## config.mk

```make
export PLATFORM = sky130hd
export DESIGN_NAME = spi_regport
export DESIGN_NICKNAME = d
export VERILOG_FILES = /design/src/rtl/spi_regport_pkg.sv /design/src/rtl/spi_regport_sync.sv /design/src/rtl/spi_regport_rx.sv /design/src/rtl/spi_regport_frame.sv /design/src/rtl/spi_regport_bank.sv /design/src/rtl/spi_regport.sv
export SDC_FILE = /design/constraint.sdc
export NUM_CORES = 2
export LEC_CHECK = 0
export BUFFER_PORTS_ARGS = -buffer_cell sky130_fd_sc_hd__buf_2
export CORE_MARGIN = 5
export CORE_UTILIZATION = 50
export CTS_BUF_LIST = sky130_fd_sc_hd__clkbuf_8
export DETAILED_ROUTE_END_ITERATION = 6
export PLACE_DENSITY = 0.72
export RECOVER_POWER = 50
export SLEW_MARGIN = 15
export SYNTH_ARGS = -nofsm -noshare
export SYNTH_HDL_FRONTEND = slang
export SYNTH_HIERARCHICAL = 1
export SYNTH_SLANG_ARGS = --single-unit
```

## constraint.sdc

```tcl
create_clock -name clk -period 2.47 [get_ports clk]
set_input_delay 0.1235 -clock clk [delete_from_list [all_inputs] [get_ports clk]]
set_output_delay 0.1235 -clock clk [all_outputs]
set_load 0.02 [all_outputs]
```

## src/rtl/spi_regport_pkg.sv

```systemverilog
package spi_regport_pkg;

  // Frame decoder progress within one chip-select window
  typedef enum logic [1:0] {
    FR_ID   = 2'd0,
    FR_PTR  = 2'd1,
    FR_DATA = 2'd2,
    FR_SKIP = 2'd3
  } frame_st_e;

endpackage

```

## src/rtl/spi_regport_sync.sv

```systemverilog
module spi_regport_sync #(
  parameter int STAGES = 2
) (
  input  logic clk,
  input  logic rst_n,
  input  logic cs_n,
  input  logic sclk,
  input  logic sdi,
  output logic cs_idle,
  output logic sclk_rise,
  output logic sdi_s
);

  logic [STAGES-1:0] cs_q;
  logic [STAGES-1:0] ck_q;
  logic [STAGES-1:0] d_q;
  logic              ck_prev;

  generate
    if (STAGES == 1) begin : g_one
      always_ff @(posedge clk or negedge rst_n) begin
        if (!rst_n) begin
          cs_q <= '1;
          ck_q <= '0;
          d_q  <= '0;
        end else begin
          cs_q <= cs_n;
          ck_q <= sclk;
          d_q  <= sdi;
        end
      end
    end else begin : g_chain
      always_ff @(posedge clk or negedge rst_n) begin
        if (!rst_n) begin
          cs_q <= '1;
          ck_q <= '0;
          d_q  <= '0;
        end else begin
          cs_q <= {cs_q[STAGES-2:0], cs_n};
          ck_q <= {ck_q[STAGES-2:0], sclk};
          d_q  <= {d_q[STAGES-2:0], sdi};
        end
      end
    end
  endgenerate

  always_ff @(posedge clk or negedge rst_n) begin
    if (!rst_n) ck_prev <= 1'b0;
    else        ck_prev <= ck_q[STAGES-1];
  end

  assign cs_idle   = cs_q[STAGES-1];
  assign sclk_rise = ck_q[STAGES-1] & ~ck_prev;
  assign sdi_s     = d_q[STAGES-1];

endmodule

```

## src/rtl/spi_regport_rx.sv

```systemverilog
module spi_regport_rx #(
  parameter int DATA_W = 8,
  localparam int CNT_W = $clog2(DATA_W)
) (
  input  logic              clk,
  input  logic              rst_n,
  input  logic              cs_idle,
  input  logic              sclk_rise,
  input  logic              sdi_s,
  output logic [CNT_W-1:0]  bit_cnt,
  output logic              byte_valid,
  output logic [DATA_W-1:0] rx_byte
);

  localparam logic [CNT_W-1:0] LAST = CNT_W'(DATA_W - 1);

  logic [DATA_W-1:0] shreg;
  logic [DATA_W-1:0] next_sh;

  assign next_sh = {shreg[DATA_W-2:0], sdi_s};

  always_ff @(posedge clk or negedge rst_n) begin
    if (!rst_n) begin
      bit_cnt    <= '0;
      shreg      <= '0;
      byte_valid <= 1'b0;
      rx_byte    <= '0;
    end else begin
      byte_valid <= 1'b0;
      if (cs_idle) begin
        bit_cnt <= '0;
      end else if (sclk_rise) begin
        shreg <= next_sh;
        if (bit_cnt == LAST) begin
          bit_cnt    <= '0;
          byte_valid <= 1'b1;
          rx_byte    <= next_sh;
        end else begin
          bit_cnt <= bit_cnt + 1'b1;
        end
      end
    end
  end

endmodule

```

## src/rtl/spi_regport_frame.sv

```systemverilog
module spi_regport_frame
  import spi_regport_pkg::*;
#(
  parameter int DATA_W = 8,
  parameter int ADDR_W = 7,
  parameter logic [DATA_W-1:0] CHIP_ID = 8'b1001_1110
) (
  input  logic              clk,
  input  logic              rst_n,
  input  logic              cs_idle,
  input  logic              byte_valid,
  input  logic [DATA_W-1:0] rx_byte,
  output logic              wr_en,
  output logic [ADDR_W-1:0] wr_addr,
  output logic [DATA_W-1:0] wr_data
);

  frame_st_e         state;
  logic [ADDR_W-1:0] ptr;
  logic              step;

  always_ff @(posedge clk or negedge rst_n) begin
    if (!rst_n) begin
      state   <= FR_ID;
      ptr     <= '0;
      step    <= 1'b0;
      wr_en   <= 1'b0;
      wr_addr <= '0;
      wr_data <= '0;
    end else begin
      wr_en <= 1'b0;
      if (cs_idle) begin
        state <= FR_ID;
      end else if (byte_valid) begin
        case (state)
          FR_ID:   state <= (rx_byte == CHIP_ID) ? FR_PTR : FR_SKIP;
          FR_PTR: begin
            ptr   <= rx_byte[ADDR_W-1:0];
            step  <= rx_byte[DATA_W-1];
            state <= FR_DATA;
          end
          FR_DATA: begin
            wr_en   <= 1'b1;
            wr_addr <= ptr;
            wr_data <= rx_byte;
            if (step) ptr <= ptr + 1'b1;
          end
          default: state <= FR_SKIP;
        endcase
      end
    end
  end

endmodule

```

## src/rtl/spi_regport_bank.sv

```systemverilog
module spi_regport_bank #(
  parameter int DATA_W = 8,
  parameter int ADDR_W = 7,
  localparam int DEPTH = 1 << ADDR_W
) (
  input  logic              clk,
  input  logic              rst_n,
  input  logic              wr_en,
  input  logic [ADDR_W-1:0] wr_addr,
  input  logic [DATA_W-1:0] wr_data,
  input  logic [ADDR_W-1:0] rd_addr,
  output logic [DATA_W-1:0] rd_data
);

  logic [DATA_W-1:0] mem [DEPTH];

  always_ff @(posedge clk or negedge rst_n) begin
    if (!rst_n) begin
      for (int i = 0; i < DEPTH; i++) mem[i] <= '0;
    end else if (wr_en) begin
      mem[wr_addr] <= wr_data;
    end
  end

  assign rd_data = mem[rd_addr];

endmodule

```

## src/rtl/spi_regport.sv

```systemverilog
module spi_regport #(
  parameter int DATA_W      = 8,
  parameter int ADDR_W      = 7,
  parameter int SYNC_STAGES = 2,
  parameter logic [DATA_W-1:0] CHIP_ID = 8'b1001_1110,
  localparam int CNT_W = $clog2(DATA_W)
) (
  input  logic              clk,
  input  logic              rst_n,
  input  logic              cs_n,
  input  logic              sclk,
  input  logic              sdi,
  input  logic [ADDR_W-1:0] rd_addr,
  output logic [DATA_W-1:0] rd_data,
  output logic              wr_en,
  output logic [ADDR_W-1:0] wr_addr,
  output logic [DATA_W-1:0] wr_data
);

  logic              cs_idle;
  logic              sclk_rise;
  logic              sdi_s;
  logic [CNT_W-1:0]  bit_cnt;
  logic              byte_valid;
  logic [DATA_W-1:0] rx_byte;
  logic              rx_busy;

  assign rx_busy = |bit_cnt;

  spi_regport_sync #(.STAGES(SYNC_STAGES)) u_sync (
    .clk       (clk),
    .rst_n     (rst_n),
    .cs_n      (cs_n),
    .sclk      (sclk),
    .sdi       (sdi),
    .cs_idle   (cs_idle),
    .sclk_rise (sclk_rise),
    .sdi_s     (sdi_s)
  );

  spi_regport_rx #(.DATA_W(DATA_W)) u_rx (
    .clk        (clk),
    .rst_n      (rst_n),
    .cs_idle    (cs_idle),
    .sclk_rise  (sclk_rise),
    .sdi_s      (sdi_s),
    .bit_cnt    (bit_cnt),
    .byte_valid (byte_valid),
    .rx_byte    (rx_byte)
  );

  spi_regport_frame #(
    .DATA_W  (DATA_W),
    .ADDR_W  (ADDR_W),
    .CHIP_ID (CHIP_ID)
  ) u_frame (
    .clk        (clk),
    .rst_n      (rst_n),
    .cs_idle    (cs_idle),
    .byte_valid (byte_valid),
    .rx_byte    (rx_byte),
    .wr_en      (wr_en),
    .wr_addr    (wr_addr),
    .wr_data    (wr_data)
  );

  spi_regport_bank #(
    .DATA_W (DATA_W),
    .ADDR_W (ADDR_W)
  ) u_bank (
    .clk     (clk),
    .rst_n   (rst_n),
    .wr_en   (wr_en),
    .wr_addr (wr_addr),
    .wr_data (wr_data),
    .rd_addr (rd_addr),
    .rd_data (rd_data)
  );

endmodule

```

# [After elaboration in Yosys (flattened, before gate mapping)]
# Cells that the tools add are included.
[totals] ff_bits=1076 input_bits=12 output_inout_bits=24 elab_cells=190
[op_classes] n_addsub=2 n_lt_le_gt_ge=3 eq_ne=6 muxes=21 n_bitwise=5 n_reduce_logical=11
[ops] op="bitwise mux 1024 bit" n=1
[ops] op="binary-select mux 8 bit (select 7 bit)" n=1
[ops] op="demux 8 bit (select 7 bit)" n=1
[ops] op="2-to-1 mux 8 bit" n=3
[ops] op=">= comparator 8 bit (second input constant)" n=2
[ops] op="NOT 7 -> 8 bit" n=2
[ops] op="case mux 7 bit (2 select lines)" n=1
[ops] op="2-to-1 mux 3 bit" n=3
[ops] op="AND reduction 3 bit" n=3
[ops] op="equality test 8 bit (second input constant)" n=1
[ops] op="less-than comparator 8 x 1 -> 1 bit (second input constant)" n=1
[ops] op="adder 7 x 1 -> 7 bit (second input constant)" n=1
[ops] op="2-to-1 mux 7 bit" n=1
[ops] op="2-to-1 mux 1 bit" n=6
[ops] op="2-to-1 mux 2 bit" n=3
[ops] op="case mux 2 bit (3 select lines)" n=1
[ops] op="nonzero test 2 bit" n=3
[ops] op="AND reduction 2 bit" n=2
[ops] op="AND reduction 4 bit" n=1
[ops] op="adder 3 x 1 -> 3 bit (second input constant)" n=1
[ops] op="equality test 3 bit (second input constant)" n=1
[ops] op="equality test 2 x 1 -> 1 bit (second input constant)" n=1
[ops] op="equality test 2 bit (second input constant)" n=1
[ops] op="zero test 2 bit" n=1
[ops] op="5 further kinds" n=6

# [Logic depth before layout (Yosys ltp)]
[logic_depth] depth_word=6 ltp_mapped=7 ltp_nobuf=5

# [Modules after synthesis]
# The synthesis kept the hierarchy.
[modules_own_cells] mod="spi_regport_bank" n_inst=1 cells_each=2782 area_per_inst_um2=46464.6 seq_area_each_um2=25624.6
[modules_own_cells] mod="spi_regport_frame" n_inst=1 cells_each=101 area_per_inst_um2=1208.7 seq_area_each_um2=650.6
[modules_own_cells] mod="spi_regport_rx" n_inst=1 cells_each=48 area_per_inst_um2=803.3 seq_area_each_um2=475.5
[modules_own_cells] mod="spi_regport_sync" n_inst=1 cells_each=8 area_per_inst_um2=191.4 seq_area_each_um2=177.7

# [Worst setup path after synthesis]
# OpenSTA, ideal clock, no wires.
[synth_path] kind="in2out" startpoint="in rd_addr[0]" endpoint="out rd_data[0]" arrival_ns=2.577 required_time_ns=2.346 setup_slack_ns=-0.230 path_stages=6 path_buffers=2 cell_sequence="clkbuf_1 -> buf_1 -> mux4_2 -> mux4_2 -> mux4_2 -> mux2_2"
[synth_via] elab_chain_cells=4
[synth_rtl] element="start, declared" line="spi_regport.sv:13" text="input logic [ADDR_W-1:0] rd_addr,"
[synth_rtl] element="NOT 7 -> 8 bit (implied by the code)" line="spi_regport_bank.sv:25" text="assign rd_data = mem[rd_addr];"
[synth_rtl] element="binary-select mux 8 bit (select 7 bit)" line="spi_regport_bank.sv:25"
[synth_rtl] element="2-to-1 mux 8 bit (implied by the code) (2 in series)" line="spi_regport_bank.sv:25"
[synth_rtl] element="end, declared" line="spi_regport.sv:14" text="output logic [DATA_W-1:0] rd_data,"
# Every way passes these cells. The select of a mux whose other input is x is not followed.

# [Worst setup path after layout]
[layout_path] startpoint="reg u_bank/mem[469] in the netlist's numbering" endpoint="out rd_data[5]"
[layout_via] elab_chain_cells=3
[layout_rtl] element="start, declared" line="spi_regport_bank.sv:15" text="logic [DATA_W-1:0] mem [DEPTH];"
[layout_rtl] element="start signal, assigned by index" line="spi_regport_bank.sv:21" text="mem[wr_addr] <= wr_data;"
[layout_rtl] element="binary-select mux 8 bit (select 7 bit)" line="spi_regport_bank.sv:25"
[layout_rtl] element="2-to-1 mux 8 bit (implied by the code) (2 in series)" line="spi_regport_bank.sv:25"
# Every way passes these cells. The select of a mux whose other input is x is not followed.

==> reports/qor.yml <==
status:
  status: "finished, violations left"
  violations: "antenna violations, max-capacitance violations, max-slew violations, negative setup slack"
global_route:
  globalRouteTotalUtil: 0.2442
  antenna_found_initial: 4
  grt_pass1_wl_microns: 193000
  grt_max_degree: 129
  grt_remaining_overflow: 0
  grt_pass1_vias: 30940
routing:
  wl_microns: 123600
  firstDrtPassIters: 5
  drcViolationCount: 0
  wl_per_cell_microns: 26.96
  ant_nets: 1
  vias: 27790
  drt-initial-drc-count: 2035
  viasPerCell: 6.060
logic_synthesis:
  ys_warn_count: 6
  netlist_instances: 2939
  synth_edf_count: 0
  ys.flop_type: "dfrtp_1"
  async_flop_share: 1.000
  synth-seq-cells: 1076
  seq_area_frac_synth: 0.5533
  syn_nets: 2954
  ys_types: 43
  syn_area_sq_mm: 0.04867
  avgSynthCellArea_sq_um: 16.56
placed_design:
  hpwlAfterDp_microns: 82150
  portBuffers: 35
  gp_congestion: 0.8506
  dpl.cell_count: 4264
timing:
  max_freq_mhz: 288.7
  skew_ps: 41.66
  drv_slew: 21
  whs_ps: 356.1
  fin_ws_ps: -994.3
  max_slew_margin: -0.4656
  fin_crit_sh: 1.403
  fin_setup_tns_ps: -7580
  period_minus_slack_ps: 3464
  finalHoldViolations: 0
  setup-violations-final: 8
  rsz0062_at_grt: "yes"
  worst_slew_pin_slew_ps: 2198
critical_path:
  cp-end-kind: "primary output"
  worstPathRequired_ps: 2350
  path_class: "reg2out"
  r2r_slack_ps: 40
  crit_fanout: 6
  worst_ep_arrival_time_ps: 3340
  cp-start-kind: "flop"
power:
  p_leak_uw: 0.02705
  finalPower_uw: 34240
  irDropWorstVdd_mv: 0.4066
  power_density_mw_per_mm2: 615.3
die:
  start_util: 0.5032
  die_w_microns: 322.0
  core-area_sq_mm: 0.09671
  std_cell_rows: 114
  ios: 36
  die_h_microns: 322.0
  dieArea_sq_mm: 0.1037
finish:
  final_cells: 4586
  drive_above_1_share: 0.5944
  syn2layout_area_growth_pct: 14.36
  fin_nets: 3187
cts:
  root_buffer: "clkbuf_8"
  insertion_delay_ps: 840
  post_cts_buffers: 0
  clock_path_buffers: 3
  numCtsBuffers: 174
  clk_pin_slew_ps: 60
  cts_tree: "done"
  cts_num_sinks: 1076
  h-tree-depth: 4
min_path:
  hold_class: "reg2reg"
flow_run:
  maxCapViolCount: 1
==> layer usage <==
| layer | share of wire | up-vias | GRT usage |
|---|---|---|---|
| met2 | 0.49 | 786 | 0.3959 |
| li1 | - | 11550 | - |
| met1 | 0.42 | 15170 | 0.3312 |
| met4 | 0.035 | 4 | 0.09003 |
| met3 | 0.054 | 282 | 0.04989 |
| met5 | 0.00027 | - | 0 |
==> synth_stat cells (4+ instances only) <==
cell type  instances  share of area
buf_6              5         0.0012
a21oi_1           11         0.0011
nor2b_1            4        0.00051
mux2_4             7         0.0022
nand2b_1          10         0.0013
nand3_1           10         0.0010
nor2_1            61         0.0047
mux4_2           336           0.16
nor3_2             5         0.0010
or2_2              5        0.00064
clkbuf_1         170          0.013
buf_1             16         0.0012
nor3_1             6        0.00062
buf_4             16         0.0025
nor4_1             4        0.00051
buf_2             11         0.0011
mux2_2          1056           0.24
dfrtp_1         1074           0.55
nand2_1           94         0.0072
mux2i_1            4        0.00082
==> cells in the final DEF (no fill, tap or decap), types with 4 or more instances in the layout <==
cell and instances:
buf_4 165, buf_8 5, dfrtp_1 1064, mux2i_1 4, clkbuf_8 222, nor2b_1 4, buf_2 24, or2_2 5
clkinvlp_4 4, inv_6 4, dfrtp_4 8, mux4_2 336, clkinv_2 15, clkbuf_2 10, nor2_1 59, nand3_1 10
nand2b_1 10, inv_1 57, diode_2 9, nand2_1 89, nor3_2 7, buf_12 48, mux2_4 15, dlygate4sd3_1 7
nand2_2 5, buf_6 11, a21oi_1 11, clkbuf_4 4, mux2_2 1048
==> worst max-delay path, stage by stage (launching register included) <==
cell and delay (ps):
dfrtp_1 390, mux4_2 500, mux4_2 590, mux4_2 550, mux2_4 330, buf_6 140
==> layout make-up <==
cell class,instances,area [sq um]
Fill cell,7203,41050
Sequential cell,1076,26960
Multi-Input combinational cell,1643,20890
Clock buffer,222,3055
Timing Repair Buffer,275,2673
Tap cell,1276,1597
Clock inverter,83,450.4
Antenna cell,9,22.52
Inverter,2,7.507
==> worst paths after layout <==
kind	from	end	cells past startpoint
max in group asynchronous	rst_n	u_bank/mem[421]$_DFFE_PN0P_	4
worst min-delay path	u_sync/d_q[0]$_DFF_PN0_	u_sync/d_q[1]$_DFF_PN0_	0
min in group asynchronous	rst_n	u_bank/mem[423]$_DFFE_PN0P_	3
worst max-delay path	u_bank/mem[469]$_DFFE_PN0P_	rd_data[5]	5
worst max register to register	u_frame/wr_addr[3]$_DFFE_PN0P_	u_bank/mem[598]$_DFFE_PN0P_	6
worst min register to register	u_sync/d_q[0]$_DFF_PN0_	u_sync/d_q[1]$_DFF_PN0_	0
==> sequential cells by signal (all words and copies together), names as in the netlist <==
register and flops:
u_rx/byte_valid 1, u_frame/state 2, u_frame/wr_data 8, u_frame/ptr 7, u_sync/ck_q 2, u_frame/wr_addr 7
u_bank/mem 1024, u_rx/shreg 7, u_frame/wr_en 1, u_sync/d_q 2, u_frame/step 1, u_rx/bit_cnt 3
u_rx/rx_byte 8, u_sync/cs_q 2, u_sync/ck_prev 1
==> logic make-up (layout without fill, tap and decap cells) <==
kind of cell,count (synthesis),in the layout,share of synthesized area
flops,1076,1076,0.5533
simple gates,216,216,0.02113
compound gates,20,20,0.002545
mux,1403,1403,0.4028
fa+ha+maj,3,3,0.0007713
other cells,0,9,0
buf+inv,220,582,0.01926
xor+xnor,1,1,0.0001800
==> per-stage QoR <==
step | setup slack, ps | cell area (sq um) | utilization
after floorplan | 6.323 | 48810 | -
after global placement | -513.1 | 52060 | 0.5383
after detailed placement | -528.0 | 52060 | 0.5383
after CTS | -1035 | 55760 | 0.5766
after global routing | -1054 | 55630 | 0.5753
final | -994.3 | 55650 | 0.5755
==> where the power goes <==
group / internal (uW) / total, uW / leakage, uW / switching [uW]
sequential: 17700 / 17700 / 0.0150 / 39.8
clock: 8260 / 15300 / 0.00201 / 7030
combinational: 477 / 1220 / 0.0100 / 740
total: 26400 / 34200 / 0.0270 / 7810
==> what timing repair did <==
item | CTS | global route
gates resized for setup | 27 | 11
gates cloned | 0 | 0
hold buffers | 8 | 0
endpoints found under the hold margin | 912 | 0
setup endpoints to repair | 93 | 115
Note: power is estimated with default switching activity, not from simulation.
